**src/rtl/undo_pkg.sv**
```systemverilog
package undo_pkg;

  typedef enum logic {SRC_DIR = 1'b0, SRC_IND = 1'b1} undo_src_e;

  // Pointer value before the upstream increment, kept to w bits.
  function automatic logic [31:0] undo_value(input logic [31:0] fin, input int w);
    logic [31:0] lim;
    lim = (32'd1 << w) - 32'd1;
    return (fin - 32'd1) & lim;
  endfunction

  // One lane bit chosen by the offset inside the line.
  function automatic logic [31:0] lane_onehot(input logic [31:0] ofs);
    return 32'd1 << ofs[4:0];
  endfunction

  function automatic logic [31:0] bin_to_gray(input logic [31:0] b);
    return b ^ (b >> 1);
  endfunction

  function automatic logic [31:0] gray_to_bin(input logic [31:0] g);
    logic [31:0] b;
    b[31] = g[31];
    for (int k = 30; k >= 0; k--) b[k] = b[k+1] ^ g[k];
    return b;
  endfunction

endpackage

```
**src/rtl/undo_tag_check.sv**
```systemverilog
module undo_tag_check #(
  parameter int GEN_W  = 4,
  parameter int ICNT_W = 4
) (
  input  logic              valid_i,
  input  logic [GEN_W-1:0]  gen_i,
  input  logic [ICNT_W-1:0] icnt_i,
  input  logic [GEN_W-1:0]  stage_gen_i,
  input  logic [GEN_W-1:0]  cur_gen_i,
  input  logic [ICNT_W-1:0] cur_icnt_i,
  output logic              stale_o,
  output logic              due_o
);
  logic gen_known;
  assign gen_known = (gen_i == stage_gen_i) || (gen_i == cur_gen_i);
  assign stale_o   = valid_i && !gen_known;
  assign due_o     = valid_i && gen_known && (icnt_i == cur_icnt_i);
endmodule

```
**src/rtl/undo_arbiter.sv**
```systemverilog
module undo_arbiter (
  input  logic       clk,
  input  logic       rst_n,
  input  logic [1:0] stale_i,
  input  logic [1:0] due_i,
  input  logic [1:0] autoinc_i,
  input  logic       st_ready_i,
  output logic [1:0] pop_o,
  output logic       exe_valid_o,
  output logic       exe_from_ind_o,
  output logic       st_req_o,
  output logic       st_src_o,
  output logic       undo_fire_o
);
  import undo_pkg::*;

  logic [1:0] need_undo;
  logic       dir_hold;

  assign need_undo = stale_i & autoinc_i;
  assign dir_hold  = need_undo[SRC_DIR] && !st_ready_i;

  always_comb begin
    st_req_o       = rst_n && (|need_undo);
    st_src_o       = need_undo[SRC_DIR] ? SRC_DIR : SRC_IND;
    undo_fire_o    = st_req_o && st_ready_i;
    pop_o[SRC_DIR] = rst_n && (stale_i[SRC_DIR] ? (!autoinc_i[SRC_DIR] || st_ready_i)
                                                : due_i[SRC_DIR]);
    pop_o[SRC_IND] = rst_n && !dir_hold &&
                     (stale_i[SRC_IND] ? (!autoinc_i[SRC_IND] || (st_ready_i && !need_undo[SRC_DIR]))
                                       : (due_i[SRC_IND] && !due_i[SRC_DIR]));
    exe_valid_o    = rst_n && (due_i[SRC_DIR] || (due_i[SRC_IND] && !dir_hold));
    exe_from_ind_o = !due_i[SRC_DIR];
  end

  AST_STALL_HOLDS: assert property (@(posedge clk) disable iff (!rst_n)
    (need_undo[SRC_DIR] && !st_ready_i) |-> (pop_o == 2'b00));
  AST_STALE_NOT_EXEC: assert property (@(posedge clk) disable iff (!rst_n)
    exe_valid_o |-> !stale_i[exe_from_ind_o]);
  AST_EXE_POPS: assert property (@(posedge clk) disable iff (!rst_n)
    exe_valid_o |-> pop_o[exe_from_ind_o]);
  AST_DIR_FIRST: assert property (@(posedge clk) disable iff (!rst_n)
    due_i[SRC_DIR] |-> (exe_valid_o && !exe_from_ind_o && !pop_o[SRC_IND] || exe_valid_o && !exe_from_ind_o));
  AST_RESET_QUIET: assert property (@(posedge clk)
    !rst_n |-> (pop_o == 2'b00) && !st_req_o);
endmodule

```
**src/rtl/undo_counters.sv**
```systemverilog
module undo_counters #(
  parameter int CNT_W = 16
) (
  input  logic             clk,
  input  logic             rst_n,
  input  logic             undo_fire_i,
  output logic [CNT_W-1:0] loc_o,
  output logic [CNT_W-1:0] glb_gray_o
);
  import undo_pkg::*;

  localparam logic [31:0] CNT_MASK = (CNT_W >= 32) ? 32'hFFFF_FFFF : ((32'd1 << CNT_W) - 32'd1);

  logic [31:0] glb_bin_next;
  assign glb_bin_next = (gray_to_bin(32'(glb_gray_o)) + 32'd2) & CNT_MASK;

  always_ff @(posedge clk) begin
    if (!rst_n) begin
      loc_o      <= '0;
      glb_gray_o <= '0;
    end else if (undo_fire_i) begin
      loc_o      <= loc_o + CNT_W'(2);
      glb_gray_o <= CNT_W'(bin_to_gray(glb_bin_next));
    end
  end

  AST_LOC_STEP: assert property (@(posedge clk) disable iff (!rst_n)
    undo_fire_i |=> (loc_o == $past(loc_o) + CNT_W'(2)));
  AST_LOC_STILL: assert property (@(posedge clk) disable iff (!rst_n)
    !undo_fire_i |=> $stable(loc_o));
  AST_GLB_STEP: assert property (@(posedge clk) disable iff (!rst_n)
    undo_fire_i |=> (CNT_W'(gray_to_bin(32'(glb_gray_o))) ==
                     CNT_W'(gray_to_bin(32'($past(glb_gray_o))) + 32'd2)));
endmodule

```
**src/rtl/squash_undo_unit.sv**
```systemverilog
module squash_undo_unit #(
  parameter int GEN_W  = 4,
  parameter int ICNT_W = 4,
  parameter int DATA_W = 12,
  parameter int ADDR_W = 15,
  parameter int OFS_W  = 3,
  parameter int CNT_W  = 16,
  localparam int LANES  = 1 << OFS_W,
  localparam int LINE_W = ADDR_W - OFS_W
) (
  input  logic              clk,
  input  logic              rst_n,
  input  logic [GEN_W-1:0]  stage_gen_i,
  input  logic [GEN_W-1:0]  cur_gen_i,
  input  logic [ICNT_W-1:0] cur_icnt_i,
  input  logic              dq_valid_i,
  input  logic [GEN_W-1:0]  dq_gen_i,
  input  logic [ICNT_W-1:0] dq_icnt_i,
  input  logic              dq_autoinc_i,
  input  logic [ADDR_W-1:0] dq_ptr_addr_i,
  input  logic [DATA_W-1:0] dq_final_i,
  output logic              dq_pop_o,
  input  logic              iq_valid_i,
  input  logic [GEN_W-1:0]  iq_gen_i,
  input  logic [ICNT_W-1:0] iq_icnt_i,
  input  logic              iq_autoinc_i,
  input  logic [ADDR_W-1:0] iq_ptr_addr_i,
  input  logic [DATA_W-1:0] iq_final_i,
  output logic              iq_pop_o,
  output logic              exe_valid_o,
  output logic              exe_from_ind_o,
  output logic              st_valid_o,
  input  logic              st_ready_i,
  output logic [LINE_W-1:0] st_line_o,
  output logic [LANES-1:0]  st_mask_o,
  output logic [DATA_W-1:0] st_data_o,
  output logic              ic_upd_valid_o,
  output logic              dc_upd_valid_o,
  output logic [ADDR_W-1:0] upd_addr_o,
  output logic [DATA_W-1:0] upd_data_o,
  output logic [CNT_W-1:0]  loc_stores_o,
  output logic [CNT_W-1:0]  glb_stores_gray_o
);
  import undo_pkg::*;

  localparam int NQ = 2;

  logic [NQ-1:0]             q_valid, q_autoinc, q_stale, q_due, q_pop;
  logic [NQ-1:0][GEN_W-1:0]  q_gen;
  logic [NQ-1:0][ICNT_W-1:0] q_icnt;
  logic [NQ-1:0][ADDR_W-1:0] q_addr;
  logic [NQ-1:0][DATA_W-1:0] q_final;

  assign q_valid   = {iq_valid_i, dq_valid_i};
  assign q_autoinc = {iq_autoinc_i, dq_autoinc_i};
  assign q_gen     = {iq_gen_i, dq_gen_i};
  assign q_icnt    = {iq_icnt_i, dq_icnt_i};
  assign q_addr    = {iq_ptr_addr_i, dq_ptr_addr_i};
  assign q_final   = {iq_final_i, dq_final_i};

  for (genvar q = 0; q < NQ; q++) begin : g_tag
    undo_tag_check #(.GEN_W(GEN_W), .ICNT_W(ICNT_W)) u_chk (
      .valid_i     (q_valid[q]),
      .gen_i       (q_gen[q]),
      .icnt_i      (q_icnt[q]),
      .stage_gen_i (stage_gen_i),
      .cur_gen_i   (cur_gen_i),
      .cur_icnt_i  (cur_icnt_i),
      .stale_o     (q_stale[q]),
      .due_o       (q_due[q])
    );
  end

  logic st_src, undo_fire;

  undo_arbiter u_arb (
    .clk            (clk),
    .rst_n          (rst_n),
    .stale_i        (q_stale),
    .due_i          (q_due),
    .autoinc_i      (q_autoinc),
    .st_ready_i     (st_ready_i),
    .pop_o          (q_pop),
    .exe_valid_o    (exe_valid_o),
    .exe_from_ind_o (exe_from_ind_o),
    .st_req_o       (st_valid_o),
    .st_src_o       (st_src),
    .undo_fire_o    (undo_fire)
  );

  assign dq_pop_o = q_pop[SRC_DIR];
  assign iq_pop_o = q_pop[SRC_IND];

  // Undo write datapath
  logic [ADDR_W-1:0] sel_addr;
  logic [DATA_W-1:0] sel_data;

  assign sel_addr  = q_addr[st_src];
  assign sel_data  = DATA_W'(undo_value(32'(q_final[st_src]), DATA_W));
  assign st_line_o = sel_addr[ADDR_W-1:OFS_W];
  assign st_mask_o = LANES'(lane_onehot(32'(sel_addr[OFS_W-1:0])));
  assign st_data_o = sel_data;

  assign ic_upd_valid_o = undo_fire;
  assign dc_upd_valid_o = undo_fire;
  assign upd_addr_o     = sel_addr;
  assign upd_data_o     = sel_data;

  undo_counters #(.CNT_W(CNT_W)) u_cnt (
    .clk         (clk),
    .rst_n       (rst_n),
    .undo_fire_i (undo_fire),
    .loc_o       (loc_stores_o),
    .glb_gray_o  (glb_stores_gray_o)
  );

  AST_MASK_ONEHOT: assert property (@(posedge clk) disable iff (!rst_n)
    st_valid_o |-> ($countones(st_mask_o) == 1));
  AST_UPD_NEEDS_STORE: assert property (@(posedge clk) disable iff (!rst_n)
    (ic_upd_valid_o || dc_upd_valid_o) |-> (st_valid_o && st_ready_i));
  AST_STORE_FROM_STALE: assert property (@(posedge clk) disable iff (!rst_n)
    st_valid_o |-> (q_stale[st_src] && q_autoinc[st_src]));
endmodule

```
**config.mk**
```make
export PLATFORM = sky130hd
export DESIGN_NAME = squash_undo_unit
export DESIGN_NICKNAME = d
export VERILOG_FILES = /design/src/rtl/undo_pkg.sv /design/src/rtl/undo_tag_check.sv /design/src/rtl/undo_arbiter.sv /design/src/rtl/undo_counters.sv /design/src/rtl/squash_undo_unit.sv
export SDC_FILE = /design/constraint.sdc
export NUM_CORES = 1
export LEC_CHECK = 0
export BUFFER_PORTS_ARGS = -buffer_cell sky130_fd_sc_hd__buf_2
export CAP_MARGIN = 30
export CORE_ASPECT_RATIO = 0.5
export CORE_MARGIN = 2
export CORE_UTILIZATION = 46
export DETAILED_ROUTE_END_ITERATION = 10
export PLACE_DENSITY = 0.82
export SLEW_MARGIN = 30
export SYNTH_ARGS = -nofsm -noshare
export SYNTH_HDL_FRONTEND = slang
export SYNTH_SLANG_ARGS = --single-unit
```
**constraint.sdc**
```tcl
create_clock -name clk -period 7.1 [get_ports clk]
set_clock_uncertainty 0.15 [all_clocks]
set_input_delay 0.355 -clock clk [delete_from_list [all_inputs] [get_ports clk]]
set_output_delay 0.355 -clock clk [all_outputs]
set_load 0.05 [all_outputs]
```
==> summary.log <==
INFO  detailed_routing drt_pass1_iterations=4
INFO  pwr            power-per-cell-area=236nW/um2
INFO  worst_setup_path worstPathRequired=7.17ns
INFO  floorplan      die_area=8330um2
INFO  synth          postSynthAreaPerCell=7.59um2
INFO  worst_setup_path critical-path-max-stage-delay=0.38ns
INFO  synth          synth_top_cell_area_share=0.178
INFO  cts            clock_tree.htree_level_count=2
INFO  timing         timing.final.crit_share=0.894
INFO  synth          synthesis.yosys.warnings=0
INFO  cts            cts-resized-gates=0
INFO  timing         setup_repair_after_global_routing_missed_its_margin=no
INFO  cts            max-clock-path-buffers=2
INFO  detailed_routing met3_length=372um
INFO  detailed_routing totalWireLength=9.22mm
INFO  synth          syn-num-nets=563
INFO  global_routing first_pass_grt_wire_length=14.3mm
INFO  final_layout   final_net_count=713
INFO  placement      globalplace.congestion=0.864
INFO  synth          yosys-top-cells-area=sky130_fd_sc_hd__dfxtp_1, sky130_fd_sc_hd__mux2i_1, sky130_fd_sc_hd__nand2_1, sky130_fd_sc_hd__xnor2_1, sky130_fd_sc_hd__xor2_1
INFO  worst_setup_path critical_path.max_fanout=4
INFO  detailed_routing num_vias=3614
INFO  timing         period_needed=6.35ns
INFO  placement      preCtsSetupSlack=0.726ns
INFO  synth          cell_area_synth=3480um2
INFO  final_layout   antenna-diode-count=0
INFO  pwr            vdd_ir_drop_max=0.220mV
INFO  detailed_routing route.detailed.wl_per_inst=13.1um
INFO  synth          ys_dominant_reg_cell=sky130_fd_sc_hd__dfxtp_1
INFO  detailed_routing drtIter0Drc=102
INFO  detailed_routing met2_length=4.76mm
INFO  synth          postSynthCellCount=459
INFO  cts            cts_tree=yes
INFO  cts            post_cts_repair_timing_setup_buffer_count=0
INFO  cts            clk_latency=0.28ns
INFO  floorplan      core.rowCount=22
INFO  floorplan      floorplan.die.height=65.5um
INFO  synth          synth_largest_area_cell=sky130_fd_sc_hd__dfxtp_1
INFO  global_routing grt_pass1_vias=3222
INFO  synth          ys_seq_elements=31
INFO  outcome        outcome=complete, no violations
INFO  placement      dp_hpwl=7.31mm
INFO  timing         max_slew_margin=0.540
INFO  timing         fin_setup_tns=0ns
INFO  worst_setup_path r2r_cells=32
INFO  pwr            leakagePower=0.00227uW
INFO  timing         holdWs=0.322ns
INFO  floorplan      pin_count=187
INFO  detailed_routing uppermost_layer_routed=met4
INFO  cts            cts_made_buffers=5
INFO  worst_setup_path critical-path-slowest-cell=sky130_fd_sc_hd__or3_1
INFO  cts            holdBufCountCts=0
INFO  synth          async_flop_share=0
INFO  synth          post_synth_num_cell_types=52
INFO  placement      port-buffer-count=185
INFO  final_layout   stdcell_area=4400um2
INFO  global_routing grt.overflow.total=0
INFO  final_layout   layout.core_utilization=0.601
INFO  cts            cts-root-buf=sky130_fd_sc_hd__clkbuf_16
INFO  timing         final-max-slew-violation-count=0
INFO  cts            clock-sinks=31
INFO  timing         setup_violations=0
INFO  placement      post_dp_cell_area=4260um2
INFO  worst_setup_path class_of_the_most_critical_setup_path=flip-flop to flip-flop
INFO  floorplan      floorplan.core_area=7320um2
INFO  detailed_routing post_route_drc_violation_count=0
INFO  timing         fin_ws=0.754ns
INFO  timing         timing_worst_slew_pin_value=0.689ns
INFO  synth          sequential_fraction_of_the_synthesis_area=0.178
INFO  final_layout   layout.cells.most_common_list=sky130_fd_sc_hd__buf_2, sky130_fd_sc_hd__nand2_1, sky130_fd_sc_hd__mux2i_1, sky130_fd_sc_hd__xnor2_1, sky130_fd_sc_hd__dfxtp_1
INFO  floorplan      die_w=127um
INFO  global_routing grt_usage=0.210
INFO  global_routing grt_antenna_before_repair=0
INFO  worst_setup_path worstSetupStartpointType=flip-flop
INFO  global_routing grt_max_degree=66
INFO  worst_setup_path cp.arrival=6.42ns
INFO  timing         hold_viol_final=0
INFO  cts            worst_setup_hold_path_clk_slew=0.05ns
INFO  final_layout   final_common_cell=sky130_fd_sc_hd__buf_2
INFO  worst_setup_path worst_setup_path_end_kind=flip-flop
INFO  detailed_routing vias_per_cell=5.12
INFO  detailed_routing route.layer.met1.wl=3.97mm
INFO  detailed_routing antenna_violating_nets_post_route=0
INFO  timing         fmax=158MHz
INFO  job            max_cap_viol_count=0
INFO  floorplan      starting_density_of_the_core=0.476
INFO  min_path       min_path_type=flip-flop to flip-flop
INFO  final_layout   area_grow_syn2layout=26.2%
INFO  synth          synth-edff-count=0
INFO  final_layout   drive_above_1_share=0.348
INFO  min_path       timing.hold.worst_path_depth=2
cell type report:
cell class	count	area [um2]
fill	701	2920
multi-input combinational	350	2450
timing repair buffer	188	951
sequential	31	621
clock buffer	7	133
inverter	33	124
tap	96	120
clock inverter	1	5.00
report_power, final:
| group | total, uW | switching, uW | internal (uW) |
|---|---|---|---|
| logic | 638 | 414 | 224 |
| clock network | 204 | 74.3 | 129 |
| registers | 197 | 9.67 | 187 |
| total | 1040 | 498 | 540 |
sequential cells by signal, indices dropped and copies added, names as in the netlist, named ones only:
signal	flops
u_cnt.loc_o	15
u_cnt.glb_gray_o	15
worst paths after layout:
| check | startpoint | endpoint | slack (ns) |
|---|---|---|---|
| worst max-delay path | u_cnt.glb_gray_o[14] | u_cnt.glb_gray_o[9] | 0.75 |
| worst min-delay path | u_cnt.loc_o[11] | u_cnt.loc_o[11] | 0.32 |
| worst max register to register | u_cnt.glb_gray_o[14] | u_cnt.glb_gray_o[9] | 0.75 |
| worst min register to register | u_cnt.loc_o[11] | u_cnt.loc_o[11] | 0.32 |
cell families (layout without fill, tap and decap cells):
kind of cell | count (synthesis) | in the layout | synth area share
simple gates | 183 | 183 | 0.271
buf+inv | 78 | 229 | 0.120
xor+xnor | 56 | 56 | 0.141
compound gates | 55 | 55 | 0.109
mux | 40 | 40 | 0.126
flops | 31 | 31 | 0.178
fa+ha+maj | 15 | 15 | 0.0539
other cells | 1 | 1 | 0.00108
worst max-delay path, delay by kind of cell, from the launching register on:
kind            cells  cell delay, ns
simple gates        2            0.72
buf+inv            13            0.70
fa+ha+maj          13            3.72
flops               1            0.33
xor+xnor            1            0.26
compound gates      3            0.40
cell usage after synthesis, types with 2 or more instances:
cell type,count
sky130_fd_sc_hd__nand2_1,93
sky130_fd_sc_hd__buf_2,2
sky130_fd_sc_hd__o21ai_0,13
sky130_fd_sc_hd__mux2i_4,3
sky130_fd_sc_hd__and2_1,2
sky130_fd_sc_hd__and3_1,3
sky130_fd_sc_hd__nor2b_1,3
sky130_fd_sc_hd__nor2_1,5
sky130_fd_sc_hd__ha_1,15
sky130_fd_sc_hd__xor2_1,24
sky130_fd_sc_hd__a211oi_1,6
sky130_fd_sc_hd__a21boi_0,3
sky130_fd_sc_hd__or3_4,2
sky130_fd_sc_hd__nand3_1,8
sky130_fd_sc_hd__o211ai_1,3
sky130_fd_sc_hd__nand4_1,6
sky130_fd_sc_hd__o21ai_1,2
sky130_fd_sc_hd__nand2b_1,18
sky130_fd_sc_hd__o2111ai_1,3
sky130_fd_sc_hd__inv_1,30
sky130_fd_sc_hd__clkbuf_1,12
sky130_fd_sc_hd__and4_1,5
sky130_fd_sc_hd__o211a_1,6
sky130_fd_sc_hd__nor4_2,3
sky130_fd_sc_hd__mux2i_1,37
sky130_fd_sc_hd__inv_2,3
sky130_fd_sc_hd__xnor2_1,32
sky130_fd_sc_hd__buf_4,27
sky130_fd_sc_hd__dfxtp_1,31
sky130_fd_sc_hd__or3_1,4
sky130_fd_sc_hd__nor3_1,21
sky130_fd_sc_hd__or4_1,2
sky130_fd_sc_hd__buf_6,3
sky130_fd_sc_hd__a21oi_1,11
per-stage QoR:
| step | power (uW) | instances |
|---|---|---|
| after floorplan | 723 | 459 |
| after global placement | 821 | 698 |
| after detailed placement | 836 | 698 |
| after CTS | 1050 | 706 |
| after global routing | 1110 | 706 |
| final | 1040 | 706 |
routing by layer:
metal | up-vias | track usage
met2 | 91 | 0.411
met3 | 11 | 0.0342
met5 | - | 0
met4 | 0 | 0.0632
li1 | 1845 | -
met1 | 1667 | 0.236
Power figures use the tool's default switching activity.
